## config.mk

```make
export PLATFORM = sky130hd
export DESIGN_NAME = xfer_splitter
export DESIGN_NICKNAME = d
export VERILOG_FILES = /design/src/rtl/xfer_pkg.sv /design/src/rtl/xfer_op_plan.sv /design/src/rtl/xfer_cursor.sv /design/src/rtl/xfer_splitter.sv
export SDC_FILE = /design/constraint.sdc
export NUM_CORES = 1
export LEC_CHECK = 0
export BUFFER_PORTS_ARGS = -buffer_cell sky130_fd_sc_hd__buf_2
export CORE_UTILIZATION = 45
export DETAILED_ROUTE_END_ITERATION = 8
export PLACE_DENSITY_LB_ADDON = 0.12
export SETUP_SLACK_MARGIN = 0.15
export SLEW_MARGIN = 20
export SYNTH_ARGS = -nofsm -noshare
export SYNTH_HDL_FRONTEND = slang
export SYNTH_HIERARCHICAL = 1
export SYNTH_SLANG_ARGS = --single-unit
```

## constraint.sdc

```tcl
create_clock -name clk -period 6.75 [get_ports clk]
set_input_delay 1.35 -clock clk [delete_from_list [all_inputs] [get_ports clk]]
set_output_delay 1.35 -clock clk [all_outputs]
set_load 0.02 [all_outputs]
```

## src/rtl/xfer_pkg.sv

```systemverilog
package xfer_pkg;
  // Operation size code: log2 of the byte count
  typedef enum logic [1:0] {
    SZ_BYTE  = 2'd0,
    SZ_HALF  = 2'd1,
    SZ_WORD  = 2'd2,
    SZ_BLOCK = 2'd3
  } op_size_e;

  typedef enum logic [1:0] {
    ST_IDLE  = 2'd0,
    ST_ISSUE = 2'd1,
    ST_DONE  = 2'd2
  } split_state_e;
endpackage

```

## src/rtl/xfer_op_plan.sv

```systemverilog
// Picks the kind of the next operation from the current address and the remaining count.
module xfer_op_plan #(
  parameter int AW       = 32,
  parameter int LW       = 24,
  parameter int BLK_LOG2 = 3
) (
  input  logic [AW-1:0] cur_addr,
  input  logic [LW-1:0] cur_rem,
  output logic          is_blk,
  output logic [LW-1:0] step
);
  localparam int BLK_BYTES = 1 << BLK_LOG2;
  localparam logic [LW-1:0] BLK_LEN = LW'(BLK_BYTES);

  logic aligned;

  generate
    if (BLK_LOG2 == 0) begin : g_no_align
      assign aligned = 1'b1;
    end else begin : g_align
      assign aligned = (cur_addr[BLK_LOG2-1:0] == '0);
    end
  endgenerate

  always_comb begin
    is_blk = aligned && (cur_rem >= BLK_LEN);
    step   = is_blk ? BLK_LEN : LW'(1);
  end
endmodule

```

## src/rtl/xfer_cursor.sv

```systemverilog
// Holds the current address and the remaining byte count.
module xfer_cursor #(
  parameter int AW = 32,
  parameter int LW = 24
) (
  input  logic          clk,
  input  logic          rst,
  input  logic          load,
  input  logic [AW-1:0] ld_addr,
  input  logic [LW-1:0] ld_len,
  input  logic          adv,
  input  logic [LW-1:0] step,
  output logic [AW-1:0] cur_addr,
  output logic [LW-1:0] cur_rem,
  output logic          last
);
  always_ff @(posedge clk) begin
    if (rst) begin
      cur_addr <= '0;
      cur_rem  <= '0;
    end else if (load) begin
      cur_addr <= ld_addr;
      cur_rem  <= ld_len;
    end else if (adv) begin
      cur_addr <= cur_addr + AW'(step);
      cur_rem  <= cur_rem - step;
    end
  end

  assign last = (cur_rem == step);
endmodule

```

## src/rtl/xfer_splitter.sv

```systemverilog
module xfer_splitter #(
  parameter int AW       = 32,
  parameter int LW       = 24,
  parameter int BLK_LOG2 = 3
) (
  input  logic          clk,
  input  logic          rst,
  input  logic          req_valid,
  output logic          req_ready,
  input  logic [AW-1:0] req_addr,
  input  logic [LW-1:0] req_len,
  output logic          op_valid,
  input  logic          op_ready,
  output logic [AW-1:0] op_addr,
  output logic [1:0]    op_size,
  output logic          op_dma,
  output logic          done
);
  import xfer_pkg::*;

  localparam logic [1:0] BLK_CODE = 2'(BLK_LOG2);

  split_state_e state;
  logic          load, adv, last, is_blk;
  logic [AW-1:0] cur_addr;
  logic [LW-1:0] cur_rem, step;

  assign load = (state == ST_IDLE) && req_valid;
  assign adv  = (state == ST_ISSUE) && op_ready;

  xfer_cursor #(.AW(AW), .LW(LW)) u_cursor (
    .clk(clk), .rst(rst), .load(load), .ld_addr(req_addr), .ld_len(req_len),
    .adv(adv), .step(step), .cur_addr(cur_addr), .cur_rem(cur_rem), .last(last)
  );

  xfer_op_plan #(.AW(AW), .LW(LW), .BLK_LOG2(BLK_LOG2)) u_plan (
    .cur_addr(cur_addr), .cur_rem(cur_rem), .is_blk(is_blk), .step(step)
  );

  always_ff @(posedge clk) begin
    if (rst) begin
      state <= ST_IDLE;
    end else begin
      case (state)
        ST_IDLE:  if (req_valid) state <= (req_len == '0) ? ST_DONE : ST_ISSUE;
        ST_ISSUE: if (op_ready && last) state <= ST_DONE;
        default:  state <= ST_IDLE;
      endcase
    end
  end

  assign req_ready = (state == ST_IDLE);
  assign op_valid  = (state == ST_ISSUE);
  assign done      = (state == ST_DONE);
  assign op_addr   = cur_addr;
  assign op_size   = is_blk ? BLK_CODE : SZ_BYTE;
  assign op_dma    = is_blk;
endmodule

```

# [Yosys cells after proc, flatten, opt, wreduce, memory -nomap -nowiden]
# Cells that the tools add are included.
[word_totals] register_bits=58 inputBits=60 output_inout_bits=38
[op_classes] n_addsub=2 magnitude_cmp=1 eq_ne=5 muxes=10 n_reduce_logical=9
[ops] op="$mux 32" n=2
[ops] op="$mux 24" n=2
[ops] op="$add 32x24->32" n=1
[ops] op="$eq 24x24->1" n=1
[ops] op="$ge 24x4->1 const B" n=1
[ops] op="$logic_not 24->1" n=1
[ops] op="$sub 24x24->24" n=1
[ops] op="$mux 2" n=4
[ops] op="$logic_and 1x1->1" n=4
[ops] op="$mux 4" n=1
[ops] op="$pmux 2 s2" n=1
[ops] op="$logic_not 3->1" n=1
[ops] op="$eq 2x1->1 const B" n=1
[ops] op="$eq 2x2->1 const B" n=1
[ops] op="$logic_not 2->1" n=1
[ops] op="$ne 2x1->1 const B" n=1
[ops] op="$ne 2x2->1 const B" n=1
[ops] op="$reduce_and 2->1" n=1
[ops] op="$reduce_bool 2->1" n=1

# [Longest topological paths before layout]
# Gate-level depths: netlist of run 1.
[depth] depth_word=7 depth_mapped=14 depth_no_buf=14

# [Hierarchy]
# Netlist of run 1, hierarchy kept.
[by_module_without_submodules] mod="xfer_cursor" n_inst=1 cells_per_inst=676 area_per_inst_um2=5077.4 seq_area_each_um2=1121.1
[by_module_without_submodules] mod="xfer_op_plan" n_inst=1 cells_per_inst=35 area_per_inst_um2=256.5 seq_area_each_um2=0.0
[by_module_without_submodules] mod="xfer_splitter" n_inst=1 cells_per_inst=25 area_per_inst_um2=222.7 seq_area_each_um2=40.0

# [Least setup slack after synthesis of run 1]
# OpenSTA, ideal clock, no wires.
[synth_path] path_type="reg-to-reg" startpoint="register u_cursor.cur_addr[1]" endpoint="register u_cursor.cur_addr[20]" setup_ns=0.079 arrival_time_ns=3.175 required_ns=6.671 slack_ns=3.496 path_stages_with_launch=13 synth_period_minus_slack_ns=3.254 path_cell_list="dfxtp_1 nor3_1 o21ai_1 ha_1 fa_1 a21o_2 a311oi_1 or2_2 nor3_2 o32a_1 a22oi_1 mux2_2 a211oi_2"
[synth_between] elab_chain_len=6
[synth_rtl] item="start: declaration" line_no="xfer_cursor.sv:13" source="output logic [AW-1:0] cur_addr,"
[synth_rtl] item="start signal: assignment" line_no="xfer_cursor.sv:22" source="cur_addr <= ld_addr;"
[synth_rtl] item="start signal: assignment" line_no="xfer_cursor.sv:25" source="cur_addr <= cur_addr + AW'(step);"
[synth_rtl] item="$logic_not 3->1" line_no="xfer_op_plan.sv:21" source="assign aligned = (cur_addr[BLK_LOG2-1:0] == '0);"
[synth_rtl] item="$logic_and 1x1->1" line_no="xfer_op_plan.sv:26" source="is_blk = aligned && (cur_rem >= BLK_LEN);"
[synth_rtl] item="$mux 4" line_no="xfer_op_plan.sv:27" source="step = is_blk ? BLK_LEN : LW'(1);"
[synth_rtl] item="named net step[0]" line_no="xfer_splitter.sv:26" source="logic [LW-1:0] cur_rem, step;"
[synth_rtl] item="$add 32x24->32" line_no="xfer_cursor.sv:25"
[synth_rtl] item="$mux 32" line_no="xfer_cursor.sv:24" source="end else if (adv) begin"
[synth_rtl] item="$mux 32" line_no="xfer_cursor.sv:21" source="end else if (load) begin"
# The timed path passes the listed nets, and every way through them passes these cells. The select of a mux whose other input is x is not followed.
# A chain may end at the register's enable or synchronous reset.

# [Worst setup path after layout of run 1]
# Ends and elaborated chain as after synthesis.

==> key figures, run 1 <==
Setup path
  • Critical Path RT: 7.01 ns
  • CP max stage delay: 0.41 ns
  • Setup crit end kind: register
  • CP bufs+invs: 0
  • Slowest-stage cell, CP: fa_1
  • Worst setup SP type: register
  • WS Path Type: reg -> reg
  • CP top delay family: compound AO/OA/AOI/OAI gates
  • Crit-path cells: nor3_1, o21ai_1, ha_1, fa_1, a21o_2, a311oi_1, or2_2, nor3_2, o32a_1, a22oi_1, mux2_2, a211oi_2
  • Critical Path AT: 3.98 ns
  • Largest fanout on the critical path: 5

Synthesis
  • Multiplexer share of the synthesized area: 2.36%
  • Post-synth cell types: 69
  • Ys flop type: dfxtp_1
  • Post-Synth Adder-Cell Area: 11.3%
  • Number of synthesized flops with an enable pin: 0
  • Mapped Area: 0.00556 mm2
  • Synth Area in Simple Gates: 20.0%
  • Async SR Flop Fraction: 0%
  • YS warnings: 6
  • Synth Area in Compound Gates: 28.1%
  • Yosys reg bits: 58
  • Synth Instances: 736
  • Main combinational cell family by area after synthesis: compound AO/OA/AOI/OAI gates
  • Mean Syn Cell Area: 7.55 um2
  • Post-Synth XOR/XNOR Area: 7.41%
  • Seq/Total Area, Yosys: 20.9%

STA
  • RSZ-0062 raised after global routing: false
  • Post-layout min period: 3.72 ns
  • Final Slew Violations: 0
  • Final TNS setup: 0 ns
  • Final Hold Fails: 0
  • Crit share post-route: 55.2%
  • Fmax: 0.268 GHz
  • Worst Skew: 0.00801 ns
  • Finish-stage setup viols: 0
  • Worst-margin pin slew: 0.720 ns
  • Max_slew headroom: 52.0%

Cells and area
  • Area grow syn2layout: 13.5%
  • Filler cells: 1214
  • Final non-filler cell total: 958
  • Commonest non-fill, non-tap cell in the layout: buf_2
  • Nets@finish: 916
  • Commonest non-fill, non-tap cells in the layout: buf_2 (97), a21oi_1 (79), nor2_1 (62)
  • Fraction of layout cells with a size suffix above 1: 17.4%
  • Antenna diodes: 0

Die
  • Chip Width: 113 um
  • Die area: 0.0128 mm2
  • Initial Util: 46.3%
  • Die height: 113 um
  • Core box area: 0.0120 mm2
  • Row count: 40
  • I/O Pins: 98

Route
  • First-pass iteration count of the detailed router: 5
  • Routed via count: 5525
  • Detailed Route WL: 16000 um
  • Avg WL per Cell: 16.7 um
  • Vias per cell: 5.77
  • Initial detailed-routing violation count: 302
  • Drt drc: 0
  • Final ANT Viol Nets: 0

Place
  • Dpl cells: 943
  • Hpwl dp: 11800 um
  • Gpl congestion: 0.934
  • Port Buffer Count: 97

Power
  • Sw Ratio: 36.7%
  • Clock power share: 32.6%
  • Flop pwr share: 29.5%
  • Leak: 2.79 nW
  • PwrDens: 219 mW/mm2
  • Comb pwr share: 37.9%
  • VDD IR-drop max: 0.000118 V
  • P_int: 873 uW
  • P_sw: 506 uW

Job
  • MaxCap Viol Count: 0

Clocking
  • CTS root buf: clkbuf_16
  • Clock Latency Late Sink: 0.34 ns
  • Longest Clk Path Bufs: 2
  • Post-CTS sizing: 0
  • CTS tree: done
  • CTS Buf Count: 9
  • Reg clk slew, reported paths: 0.05 ns
  • Sink Count: 58
  • Cts hold-fix bufs: 0
  • Post-CTS setup buffers: 0
  • H-Tree Depth: 3

Global routing
  • Global-route wire length before repair: 26200 um
  • Largest net degree at the start of global routing: 71
  • Vias in the first global route: 5209
  • Initial antenna violation count: 0
  • Grt ovf: 0
  • All-Layer GR Usage: 25.8%

Hold path
  • Worst hold-check path type: reg -> reg

Run status
  • Status: completed
[final timing paths]
path                             start               endpoint  slack (ns)  cells after the start
setup / recovery  u_cursor/cur_addr[1]  u_cursor/cur_addr[20]        3.03                     12
hold reg to reg   u_cursor/cur_rem[11]   u_cursor/cur_rem[11]        0.56                      2
setup reg to reg  u_cursor/cur_addr[1]  u_cursor/cur_addr[20]        3.03                     12
hold / removal    u_cursor/cur_rem[11]   u_cursor/cur_rem[11]        0.56                      2
[sequential cells by signal, indices dropped and copies added (netlist names)]
signal / count
u_cursor/cur_addr: 32
u_cursor/cur_rem: 24
state: 2
[worst reg2reg max path: stages (launching register included)]
cell      delay, ns
dfxtp_1        0.37
nor3_1         0.40
o21ai_1        0.19
ha_1           0.30
fa_1           0.41
a21o_2         0.23
a311oi_1       0.33
or2_2          0.23
nor3_2         0.07
o32a_1         0.38
a22oi_1        0.18
mux2_2         0.36
a211oi_2       0.20
[synthesized netlist by cell type, types with 6 or more instances]
| master | n | area share (%) |
|---|---|---|
| a211oi_1 | 19 | 2.6 |
| a21o_1 | 15 | 2.0 |
| a21oi_1 | 79 | 7.1 |
| a221oi_1 | 18 | 2.8 |
| and2_1 | 6 | 0.68 |
| buf_4 | 25 | 3.4 |
| clkbuf_1 | 30 | 2.0 |
| dfxtp_1 | 58 | 21 |
| ha_1 | 47 | 11 |
| inv_1 | 57 | 3.9 |
| mux2i_1 | 12 | 2.2 |
| nand2_1 | 50 | 3.4 |
| nand3_1 | 13 | 1.2 |
| nand4_1 | 10 | 1.1 |
| nor2_1 | 63 | 4.3 |
| nor2b_1 | 13 | 1.5 |
| nor3_1 | 19 | 1.7 |
| nor3b_1 | 8 | 1.1 |
| nor4_2 | 7 | 1.6 |
| o211ai_1 | 10 | 1.4 |
| o21a_1 | 9 | 1.2 |
| o21ai_0 | 23 | 2.1 |
| o21bai_1 | 6 | 0.81 |
| o22ai_1 | 7 | 0.79 |
| xnor2_1 | 29 | 4.6 |
| xor2_1 | 18 | 2.8 |
[cell families after synthesis]
| group | count (synthesis) |
|---|---|
| simple gates | 216 |
| compound gates | 232 |
| xor+xnor | 47 |
| buf+inv | 120 |
| flops | 58 |
| other cells | 1 |
| fa+ha+maj | 49 |
| mux | 13 |
[through the flow]
stage | hold WS (ns) | utilization [%] | area (um2) | power [mW] | setup slack [ns]
floorplan | 0.502 | - | 5640 | 0.810 | 3.50
global placement | 0.529 | 50.1 | 6020 | 0.914 | 3.12
detailed placement | 0.543 | 50.1 | 6020 | 0.918 | 3.09
CTS | 0.555 | 52.5 | 6310 | 1.37 | 3.04
global route | 0.610 | 52.5 | 6310 | 1.47 | 2.81
finish | 0.557 | 52.5 | 6310 | 1.38 | 3.03
[routing by layer]
| layer | vias to the layer above | GRT usage (%) | wire length [um] |
|---|---|---|---|
| li1 | 2779 | - | - |
| met4 | 0 | 9.47 | 347 |
| met3 | 21 | 4.23 | 857 |
| met2 | 175 | 41.6 | 7280 |
| met1 | 2550 | 34.6 | 7500 |
| met5 | - | 0 | 0 |
[cell type report]
class                           instances  area (um2)  area share, %
Tap cell                              147         184           2.92
Timing Repair Buffer                  102         523           8.29
Multi-Input combinational cell        579        3930           62.4
Inverter                               57         214           3.39
Clock buffer                           13         280           4.44
Clock inverter                          2        10.0          0.159
Sequential cell                        58        1160           18.4
[power groups by stage]
stage | clock [mW] | combinational, mW | sequential, mW
floorplan | 0 | 0.383 | 0.426
global placement | 0 | 0.502 | 0.412
detailed placement | 0 | 0.504 | 0.414
CTS | 0.459 | 0.508 | 0.407
global route | 0.476 | 0.579 | 0.411
finish | 0.450 | 0.523 | 0.406
No activity file was read; power rests on OpenSTA's default activity.
==> inputs of run 2 (changes only) <==
==> constraint.sdc (replaced) <==
create_clock -name clk -period 3.2 [get_ports clk]
set_input_delay 0.64 -clock clk [delete_from_list [all_inputs] [get_ports clk]]
set_output_delay 0.64 -clock clk [all_outputs]
set_load 0.02 [all_outputs]
==> run 2 against run 1 <==
Compared with the run above: the run now ends with negative setup slack left; fmax rose by 14%; cell area rose by 12%; worst hold slack got worse by 0.024 ns; global-route usage rose by 0.74 points; non-clock buffer count rose by 49; clock skew fell by 0.00076 ns; combinational power rose to 2.5 times the previous value; clock power rose by 110%; die area did not move; highest routed layer unchanged.
==> key figures, run 2 (synthesis results as in run 1) <==
Cells and area
  • Largest regs: u_cursor/cur_addr: 32 flops, u_cursor/cur_rem: 24 flops, state: 2 flops (unchanged)
  • Nets@finish: 965 (was 916)
  • Area grow syn2layout: 26.8% (was 13.5%)
  • Fraction of layout cells with a size suffix above 1: 29.8% (was 17.4%)
  • Commonest non-fill, non-tap cells in the layout: buf_2 (97), a21oi_1 (73), nor2_1 (62) (was buf_2 (97), a21oi_1 (79), nor2_1 (62))
  • Commonest non-fill, non-tap cell in the layout: buf_2 (unchanged)
  • Utilization after layout: 58.7% (was 52.5%)
  • Largest register FFs: 32 (unchanged)
  • Reg with most FFs: u_cursor/cur_addr (unchanged)
  • Antenna diodes: 0 (unchanged)
  • Filler cells: 1146 (was 1214)

STA
  • Worst Skew: 0.00725 ns (was 0.00801 ns)
  • Post-layout min period: 3.26 ns (was 3.72 ns)
  • Final TNS setup: -0.0719 ns (was 0 ns)
  • Fmax: 0.307 GHz (was 0.268 GHz)
  • Final WS setup: -0.0584 ns (was 3.03 ns)
  • Final Slew Violations: 0 (unchanged)
  • Max_slew headroom: 38.1% (was 52.0%)
  • Finish-stage setup viols: 3 (was 0)
  • RSZ-0062 raised after global routing: true (was false)
  • Crit share post-route: 102% (was 55.2%)
  • Worst-margin pin slew: 0.929 ns (was 0.720 ns)
  • Final Hold Fails: 0 (unchanged)

Route
  • Met2 routed WL: 7810 um (was 7280 um)
  • Vias per cell: 5.69 (was 5.77)
  • Routed via count: 5729 (was 5525)
  • Avg WL per Cell: 16.8 um (was 16.7 um)
  • Final ANT Viol Nets: 0 (unchanged)
  • Uppermost layer routed: met4 (unchanged)
  • Drt drc: 0 (unchanged)
  • Detailed Route WL: 16900 um (was 16000 um)
  • First-pass iteration count of the detailed router: 4 (was 5)
  • Met1 wire length: 7900 um (was 7500 um)
  • Met3 WL post-DR: 825 um (was 857 um)
  • Initial detailed-routing violation count: 269 (was 302)

Power
  • PwrDens: 445 mW/mm2 (was 219 mW/mm2)
  • Leak: 3.11 nW (was 2.79 nW)
  • VDD IR-drop max: 0.000252 V (was 0.000118 V)

Die
  • Initial Util: 46.3% (unchanged)
  • I/O Pins: 98 (unchanged)
  • Chip Width: 113 um (unchanged)
  • Die height: 113 um (unchanged)
  • Core box area: 0.0120 mm2 (unchanged)
  • Die area: 0.0128 mm2 (unchanged)
  • Row count: 40 (unchanged)

Global routing
  • Global-route wire length before repair: 26800 um (was 26200 um)
  • Grt ovf: 0 (unchanged)
  • Largest net degree at the start of global routing: 92 (was 71)
  • All-Layer GR Usage: 26.5% (was 25.8%)
  • Initial antenna violation count: 0 (unchanged)
  • Vias in the first global route: 5360 (was 5209)

Setup path
  • Crit-path cells: nor4_4, nand4_1, o21ai_2, buf_4, ha_4, fa_2, a21o_4, a311oi_4, or4b_4, a21oi_4, buf_6, o211ai_1, xnor2_1, mux2i_1, nor2_1 (was nor3_1, o21ai_1, ha_1, fa_1, a21o_2, a311oi_1, or2_2, nor3_2, o32a_1, a22oi_1, mux2_2, a211oi_2)
  • Critical Path RT: 3.41 ns (was 7.01 ns)
  • CP bufs+invs: 2 (was 0)
  • Setup crit end kind: register (unchanged)
  • CP top delay family: simple AND/OR/NAND/NOR gates (was compound AO/OA/AOI/OAI gates)
  • Largest fanout on the critical path: 4 (was 5)
  • Slowest-stage cell, CP: or4b_4 (was fa_1)
  • Worst setup SP type: register (unchanged)
  • WS Path Type: reg -> reg (unchanged)
  • CP max stage delay: 0.54 ns (was 0.41 ns)
  • Critical Path AT: 3.47 ns (was 3.98 ns)

Run status
  • Status: finished with violations (was completed)
  • Violated checks: negative setup slack

Clocking
  • Cts hold-fix bufs: 0 (unchanged)
  • CTS Buf Count: 9 (unchanged)
  • Reg clk slew, reported paths: 0.05 ns (about the same)
  • Longest Clk Path Bufs: 2 (unchanged)
  • Sink Count: 58 (unchanged)
  • CTS root buf: clkbuf_16 (unchanged)
  • H-Tree Depth: 3 (unchanged)
  • Clock Latency Late Sink: 0.34 ns (about the same)
  • CTS tree: done (unchanged)

Place
  • Hpwl dp: 12600 um (was 11800 um)
  • Gpl congestion: 0.934 (about the same)
  • Port Buffer Count: 97 (unchanged)

Job
  • MaxCap Viol Count: 0 (unchanged)

Hold path
  • Worst hold-check path type: in -> reg (was reg -> reg)
run 2: metal layers:
metal	up-vias	global-route usage (%)
li1	2853	-
met4	0	8.68
met5	-	0
met1	2680	35.6
met2	168	43.0
met3	28	4.71
run 2: final timing paths:
path | end | start | cells past startpoint | slack (ns)
setup / recovery | u_cursor/cur_addr[28] | u_cursor/cur_rem[7] | 15 | -0.06
hold / removal | u_cursor/cur_addr[1] | req_addr[1] | 3 | 0.53
setup reg to reg | u_cursor/cur_addr[28] | u_cursor/cur_rem[7] | 15 | -0.06
hold reg to reg | u_cursor/cur_addr[4] | u_cursor/cur_addr[4] | 2 | 0.58
run 2: stage by stage:
stage | setup WS, ns | cells | hold slack [ns] | power (mW) | area (um2)
after floorplan | 0.161 | 757 | 0.502 | 1.72 | 5670
after global placement | -0.131 | 980 | 0.560 | 2.01 | 6330
after detailed placement | -0.282 | 980 | 0.573 | 2.02 | 6330
after CTS | -0.0664 | 1003 | 0.529 | 3.06 | 6860
after global routing | -0.174 | 1007 | 0.547 | 3.32 | 7050
final | -0.0584 | 1007 | 0.533 | 3.14 | 7050
run 2: where the power goes:
group | switching (mW) | total, mW | internal [mW]
clock | 0.358 | 0.959 | 0.601
sequential | 0.0597 | 0.855 | 0.795
combinational | 0.744 | 1.32 | 0.579
total | 1.16 | 3.14 | 1.98
run 2: cell type report:
type	instances	area (um2)	area share (%)
Clock buffer	13	280	3.98
Clock inverter	2	10.0	0.142
Multi-Input combinational cell	579	4270	60.5
Timing Repair Buffer	151	906	12.9
Tap cell	147	184	2.61
Inverter	57	214	3.04
Sequential cell	58	1190	16.8
run 2: tightest hold or removal path: stages:
cell	delay [ns]
buf_2	0.08
a21oi_1	0.05
nor2_1	0.07
run 2: repair_timing:
action / 4_1_cts / 5_1_grt
setup buffers: 8 / 4
gates cloned: 0 / 0
resized for setup: 47 / 39
pin swaps: 38 / 26
endpoints found under the setup margin: 22 / 37
